## src/rtl/hsum_pkg.sv

```systemverilog
`timescale 1ns/1ps
package hsum_pkg;

  // Mode codes; the numeric values are part of the interface.
  typedef enum logic [2:0] {
    MODE_S16   = 3'd0,
    MODE_U16   = 3'd1,
    MODE_S8    = 3'd2,
    MODE_U8    = 3'd3,
    MODE_W32   = 3'd4,
    MODE_SAT16 = 3'd5
  } sum_mode_e;

  // Strobes from control to datapath.
  typedef struct packed {
    logic loadPipe;  // capture the mid-tree partial sums and the mode
    logic loadOut;   // capture the shaped result
  } hsum_strobe_t;

endpackage

```

## src/rtl/hsum_ctrl.sv

```systemverilog
`timescale 1ns/1ps
module hsum_ctrl
  import hsum_pkg::*;
(
  input  logic         clk,
  input  logic         rst_n,
  input  logic         inValid,
  output hsum_strobe_t strobe,
  output logic         outValid
);

  logic midValid;

  always_ff @(posedge clk or negedge rst_n) begin
    if (!rst_n) begin
      midValid <= 1'b0;
      outValid <= 1'b0;
    end else begin
      midValid <= inValid;
      outValid <= midValid;
    end
  end

  assign strobe.loadPipe = inValid;
  assign strobe.loadOut  = midValid;

endmodule

```

## src/rtl/hsum_datapath.sv

```systemverilog
`timescale 1ns/1ps
module hsum_datapath
  import hsum_pkg::*;
#(
  parameter int VEC_W       = 512,
  parameter int SPLIT_STAGE = 3,
  localparam int PRED_W     = VEC_W / 8
) (
  input  logic              clk,
  input  logic              rst_n,
  input  hsum_strobe_t      strobe,
  input  logic [VEC_W-1:0]  vecIn,
  input  logic [2:0]        modeIn,
  input  logic              maskEn,
  input  logic [PRED_W-1:0] predIn,
  output logic [31:0]       sumOut
);

  localparam int N16    = VEC_W / 16;
  localparam int STAGES = $clog2(N16);
  localparam int SPLIT  = (SPLIT_STAGE < 1) ? 1 :
                          ((SPLIT_STAGE > STAGES) ? STAGES : SPLIT_STAGE);

  logic [2:0]  modeHeld;
  logic [31:0] rootSum;
  logic [31:0] shaped;

  // Level 0 holds one widened term per 16-bit slot; level s holds N16>>s partial sums.
  for (genvar s = 0; s <= STAGES; s++) begin : g_lvl
    localparam int CNT = N16 >> s;
    logic [CNT-1:0][31:0] val;

    if (s == 0) begin : g_leaf
      for (genvar i = 0; i < N16; i++) begin : g_slot
        logic [15:0] half;
        logic [7:0]  loByte;
        logic [7:0]  hiByte;
        logic [31:0] word;
        logic        enHalf;
        logic        enHi;
        logic        enWord;
        logic [31:0] term;

        assign half   = vecIn[16*i +: 16];
        assign loByte = vecIn[16*i +: 8];
        assign hiByte = vecIn[16*i+8 +: 8];
        assign word   = vecIn[32*(i/2) +: 32];
        assign enHalf = !maskEn || predIn[2*i];
        assign enHi   = !maskEn || predIn[2*i+1];
        assign enWord = !maskEn || predIn[4*(i/2)];

        always_comb begin
          case (modeIn)
            MODE_S16, MODE_SAT16:
              term = enHalf ? {{16{half[15]}}, half} : 32'd0;
            MODE_U16:
              term = enHalf ? {16'd0, half} : 32'd0;
            MODE_S8:
              term = (enHalf ? {{24{loByte[7]}}, loByte} : 32'd0)
                   + (enHi   ? {{24{hiByte[7]}}, hiByte} : 32'd0);
            MODE_U8:
              term = (enHalf ? {24'd0, loByte} : 32'd0)
                   + (enHi   ? {24'd0, hiByte} : 32'd0);
            MODE_W32:
              term = (((i % 2) == 0) && enWord) ? word : 32'd0;
            default:
              term = 32'd0;
          endcase
        end

        assign val[i] = term;
      end
    end else begin : g_sum
      for (genvar j = 0; j < CNT; j++) begin : g_pair
        logic [31:0] pairSum;
        assign pairSum = g_lvl[s-1].val[2*j] + g_lvl[s-1].val[2*j+1];

        if (s == SPLIT) begin : g_reg
          logic [31:0] held;
          always_ff @(posedge clk or negedge rst_n) begin
            if (!rst_n)               held <= 32'd0;
            else if (strobe.loadPipe) held <= pairSum;
          end
          assign val[j] = held;
        end else begin : g_comb
          assign val[j] = pairSum;
        end
      end
    end
  end

  assign rootSum = g_lvl[STAGES].val[0];

  always_ff @(posedge clk or negedge rst_n) begin
    if (!rst_n)               modeHeld <= 3'd0;
    else if (strobe.loadPipe) modeHeld <= modeIn;
  end

  always_comb begin
    case (modeHeld)
      MODE_S16, MODE_U16, MODE_W32:
        shaped = rootSum;
      MODE_S8, MODE_U8:
        shaped = {16'd0, rootSum[15:0]};
      MODE_SAT16: begin
        if ($signed(rootSum) > 32'sd32767)       shaped = 32'h0000_7FFF;
        else if ($signed(rootSum) < -32'sd32768) shaped = 32'h0000_8000;
        else                                     shaped = {16'd0, rootSum[15:0]};
      end
      default:
        shaped = 32'd0;
    endcase
  end

  always_ff @(posedge clk or negedge rst_n) begin
    if (!rst_n)              sumOut <= 32'd0;
    else if (strobe.loadOut) sumOut <= shaped;
  end

endmodule

```

## src/rtl/hsum_reducer.sv

```systemverilog
`timescale 1ns/1ps
module hsum_reducer
  import hsum_pkg::*;
#(
  parameter int VEC_W       = 512,
  parameter int SPLIT_STAGE = 3,
  localparam int PRED_W     = VEC_W / 8
) (
  input  logic              clk,
  input  logic              rst_n,
  input  logic              in_valid,
  input  logic [VEC_W-1:0]  in_vec,
  input  logic [2:0]        in_mode,
  input  logic              in_mask_en,
  input  logic [PRED_W-1:0] in_pred,
  output logic              out_valid,
  output logic [31:0]       out_sum
);

  hsum_strobe_t strobe;

  hsum_ctrl u_ctrl (
    .clk      (clk),
    .rst_n    (rst_n),
    .inValid  (in_valid),
    .strobe   (strobe),
    .outValid (out_valid)
  );

  hsum_datapath #(
    .VEC_W       (VEC_W),
    .SPLIT_STAGE (SPLIT_STAGE)
  ) u_dp (
    .clk    (clk),
    .rst_n  (rst_n),
    .strobe (strobe),
    .vecIn  (in_vec),
    .modeIn (in_mode),
    .maskEn (in_mask_en),
    .predIn (in_pred),
    .sumOut (out_sum)
  );

endmodule

```

## config.mk

```make
export PLATFORM = sky130hd
export DESIGN_NAME = hsum_reducer
export DESIGN_NICKNAME = d
export VERILOG_FILES = /design/src/rtl/hsum_pkg.sv /design/src/rtl/hsum_ctrl.sv /design/src/rtl/hsum_datapath.sv /design/src/rtl/hsum_reducer.sv
export SDC_FILE = /design/constraint.sdc
export NUM_CORES = 2
export LEC_CHECK = 0
export ABC_AREA = 1
export BUFFER_PORTS_ARGS = -buffer_cell sky130_fd_sc_hd__buf_4
export CAP_MARGIN = 20
export CORE_UTILIZATION = 63
export CTS_CLUSTER_SIZE = 16
export DETAILED_ROUTE_END_ITERATION = 8
export HOLD_SLACK_MARGIN = 0.1
export PLACE_DENSITY = 0.84
export REMOVE_ABC_BUFFERS = 1
export SETUP_SLACK_MARGIN = 0.15
export SKIP_LAST_GASP = 1
export SLEW_MARGIN = 25
export SYNTH_ARGS = -nofsm -noshare
export SYNTH_HDL_FRONTEND = slang
export SYNTH_HIERARCHICAL = 1
export SYNTH_SLANG_ARGS = --single-unit
```

## constraint.sdc

```tcl
create_clock -name clk -period 4.5 [get_ports clk]
set_input_delay 0.9 -clock clk [delete_from_list [all_inputs] [get_ports clk]]
set_output_delay 0.9 -clock clk [all_outputs]
set_load 0.02 [all_outputs]
```

==> reports/qor.yml, run 1 <==
placement:
  dpl.hpwl_um: 257000
  port_buffers: 615
  place_congestion: 1.27
die:
  rows: 117
  dieWidth_um: 323
  ioPinCount: 616
  dieHeight_um: 323
  initial_core_util_pct: 63.7
synthesis:
  synthesis.area_mm2: 0.0649
  synth.most_common_cell: "inv_1"
  synth.top_cell.area_share_pct: 34.7
  synthArstFlopShare_pct: 100
  syn_inst: 8912
  ys_ff_latch: 165
  yosysSeqAreaShare_pct: 6.36
  yosys_warnings: 6
  synth-edff-count: 0
  synth_area_leaders: "fa_1 (35%), inv_1 (12%), nand2_1 (9.3%)"
  synth_top_area_cell: "fa_1"
  synth_cell_types: 58
  avgSynthCellArea_um2: 7.28
  synthTopCellsByCount: "inv_1 (1,988), nand2_1 (1,599), fa_1 (1,126)"
  synth_ff_type: "dfrtp_1"
grt:
  grt_max_degree: 108
  grt_pass1_wl_um: 821000
  grt_usage_pct: 110
  grt_pass1_vias: 113070
  overflow: 15908
run_status:
  error: "[ERROR GRT-0116] Global routing finished with congestion. Check the congestion regions in the DRC Viewer."
  stop_stage: "5_1_grt"
  status: "stopped before the end"
cts:
  postCtsHoldBufs: 0
  root_buffer: "clkbuf_16"
  clock-sinks: 165
  clock_path_buffers: 2
  cts_inserted_buffers: 17
  cts_htree_levels: 4
per-layer routing:
| layer | GRT overflow | GRT usage, % |
|---|---|---|
| met5 | 355 | 103 |
| met4 | 1488 | 85.7 |
| met3 | 2746 | 110 |
| met1 | 5596 | 116 |
| met2 | 5723 | 116 |
metrics by stage:
stage	util [%]	instance area (um^2)	worst slack, ns	TNS, ns	instances
after CTS	91.5	93300	-3.06	-306.87	13132
after detailed placement	86.1	87700	-4.33	-434.75	12913
after floorplan	-	63900	-19.42	-2101.27	8681
after global placement	86.1	87700	-3.75	-382.14	12913
logic make-up after synthesis:
kind of cell / count (synthesis) / synth area share, %
compound gates: 1851 / 17.4
xor+xnor: 175 / 2.36
fa+ha+maj: 1532 / 42.6
buf+inv: 2247 / 13.1
flops: 165 / 6.36
simple gates: 2942 / 18.2
what timing repair did:
item / in CTS
gates resized for setup: 951
pin swaps: 412
gates cloned: 3
setup buffers: 185
endpoints found under the setup margin: 139
hold endpoints to repair: 0
==> run 2: changes to the inputs <==
--- a/config.mk
+++ b/config.mk
@@ -8,13 +8,10 @@
 export ABC_AREA = 1
 export BUFFER_PORTS_ARGS = -buffer_cell sky130_fd_sc_hd__buf_4
 export CAP_MARGIN = 20
-export CORE_UTILIZATION = 63
-export CTS_CLUSTER_SIZE = 16
+export CORE_UTILIZATION = 40
 export DETAILED_ROUTE_END_ITERATION = 8
-export HOLD_SLACK_MARGIN = 0.1
-export PLACE_DENSITY = 0.84
+export PLACE_DENSITY_LB_ADDON = 0.15
 export REMOVE_ABC_BUFFERS = 1
-export SETUP_SLACK_MARGIN = 0.15
 export SKIP_LAST_GASP = 1
 export SLEW_MARGIN = 25
 export SYNTH_ARGS = -nofsm -noshare
==> reports/qor.yml, run 2 <==
timing:
  finalCritPeriodShare_pct: 167
  worstMarginPinSlew_ns: 1.02
  period_needed_ns: 7.52
  slew_headroom_pct: 31.8
  setup_ws_ns: -3.02
  rsz0062_at_grt: "yes"
  finalClockSkew_ns: 0.0164
  setup_viol: 139
  fin_tns_setup_ns: -302.75
  final_max_slew_viol_count: 0
  hold_viol: 0
  fmax_mhz: 133
cts:
  clock-sinks: 165
  clk_pin_slew_ns: 0.07
  cts_htree_levels: 4
  cts_tree: "built"
  root_buffer: "clkbuf_16"
  cts_inserted_buffers: 17
  clk-insertion-delay-late_ns: 0.46
  clock_path_buffers: 2
grt:
  overflow: 0
  grt_max_degree: 79
  antenna_found_initial: 5
  grt_pass1_vias: 74835
  grt_pass1_wl_um: 454000
  grt_usage_pct: 37.1
critical_path:
  path_class: "input port to flop"
  crit_required_ns: 4.83
  path_max_fanout: 4
  cpPeakStageDelay_ns: 0.52
  end_kind: "flop"
  cpMaxStageDelayCell: "fa_1"
  cp-start-kind: "input port"
  arrival_ns: 7.84
  cp_common_cell: "fa_1"
  r2r_start: "u_dp/g_lvl[3].g_sum.g_pair[0].g_reg.held[1]"
  crit_start: "in_mask_en"
run_status:
  status: "finished, violations left"
  violations: "setup timing"
layout:
  areaGrowthSynthToFinish_pct: 52.9
  antenna_cells: 0
  drive_gt1_share_pct: 38.3
  largest_register_ffs: 128
  nets: 14161
  final_common_cell: "buf_4"
  fillers: 14735
  top_register: "u_dp/g_lvl.g_sum.g_pair.g_reg.held"
  reg_top3: "u_dp/g_lvl.g_sum.g_pair.g_reg.held: 128 flops, u_dp/sumOut: 32 flops, u_dp/modeHeld: 3 flops"
  seq_area_mm2: 0.00413
  final_cell_mix: "buf_4 (3,192), inv_1 (1,838), nand2_1 (1,451), fa_1 (1,022), nor2_1 (821)"
  multi_input_area_mm2: 0.0578
synthesis:
  synth-edff-count: 0
  synthesis.area_mm2: 0.0649
  synth.most_common_cell: "inv_1"
  synth_cell_types: 58
  synth.top_cell.area_share_pct: 34.7
  avgSynthCellArea_um2: 7.28
  yosys_warnings: 6
  yosysSeqAreaShare_pct: 6.36
  ys_ff_latch: 165
  synthTopCellsByCount: "inv_1 (1,988), nand2_1 (1,599), fa_1 (1,126)"
  synth_top_area_cell: "fa_1"
  syn_inst: 8912
  synth_ff_type: "dfrtp_1"
  synth_area_leaders: "fa_1 (35%), inv_1 (12%), nand2_1 (9.3%)"
  synthArstFlopShare_pct: 100
placement:
  place_congestion: 1.07
  port_buffers: 615
  dpl.hpwl_um: 265000
  pre_cts_ws_ns: -4.42
power_and_ir_drop:
  power.density_mw_per_mm2: 823
  p_leak_uw: 0.0523
  worst_ir_drop_vdd_v: 0.000961
  power_uw: 81700
route:
  dr.pass1.iters: 6
  drt-wirelength-per-cell_um: 21.7
  dr.first_iter.drc_count: 6757
  drt_wl_total_um: 309000
  ant_nets: 0
  vias: 73687
  drc: 0
  viasPerCell: 5.18
die:
  rows: 147
  ioPinCount: 616
  initial_core_util_pct: 40.4
  core_area_mm2: 0.161
  dieWidth_um: 405
  dieArea_mm2: 0.164
  dieHeight_um: 405
flow_run:
  drv_cap: 0
worst_hold_path:
  hold_class: "input port to asynchronous set/reset pin"
run 2: cell counts after synthesis:
Identical to the previous run, type by type.
run 2: layout make-up:
class | count | share of cell area [%]
Clock buffer | 17 | 0.429
Clock inverter | 15 | 0.206
Inverter | 2016 | 7.68
Multi-Input combinational cell | 6500 | 58.2
Sequential cell | 165 | 4.16
Tap cell | 2160 | 2.72
Timing Repair Buffer | 3345 | 26.5
Timing Repair inverter | 1 | 0.0303
run 2: report_power, final:
group	total (uW)	switching [uW]	leakage [uW]	internal, uW
combinational	76600	42300	0.0500	34300
clock	1560	711	0.000307	850
sequential	3530	1140	0.00201	2390
total	81700	44200	0.0523	37500
run 2: worst paths after layout:
check,to,slack (ns),depth (start not counted)
max,u_dp/g_lvl[3].g_sum.g_pair[3].g_reg.held[27],-3.02,44
min,u_dp/sumOut[10],0.46,1
max reg2reg,u_dp/sumOut[8],-0.22,24
min reg2reg,u_dp/sumOut[2],0.48,2
max in group asynchronous,u_dp/g_lvl[3].g_sum.g_pair[0].g_reg.held[20],3.18,2
min in group clk,u_dp/sumOut[2],0.48,2
run 2: critical path: cells and delay by family:
family / cells / cell delay (ns)
and+or+nand+nor: 12 / 0.92
xor gates and xnor gates: 1 / 0.15
adders and majority gates: 8 / 3.19
AOI/OAI and AO/OA: 9 / 1.25
buffers and inverters: 14 / 1.36
run 2: kinds of logic after synthesis:
group                    share of synthesized area (%)
flip-flops                                        6.36
buffers and inverters                             13.1
XOR/XNOR                                          2.36
AO/OA/AOI/OAI                                     17.4
AND/OR/NAND/NOR                                   18.2
adder cells (fa/ha/maj)                           42.6
run 2: per-stage QoR:
step                util, %  std cells  hold WS, ns  cell area (um^2)
floorplan                 -       8681        0.448             63900
global placement       56.4      13955        0.466             90700
detailed placement     56.4      13955        0.468             90700
CTS                    60.3      14145        0.484             96900
global route           61.7      14219        0.498             99200
finish                 61.7      14219        0.460             99200
run 2: metal layers:
metal / global-route usage, % / vias to the layer above / share of wire [%]
li1: - / 34378 / -
met5: 0 / - / 0.014
met4: 16.1 / 8 / 5.1
met1: 50.4 / 35843 / 42
met3: 5.48 / 513 / 7.6
met2: 58.9 / 2945 / 45
run 2: repair_timing:
item,CTS,global route
gates cloned,2,0
setup endpoints to repair,127,139
setup buffers,180,81
hold buffers,0,0
resized for setup,1197,467
pin swaps,530,372
(Power assumes the default switching activity.)
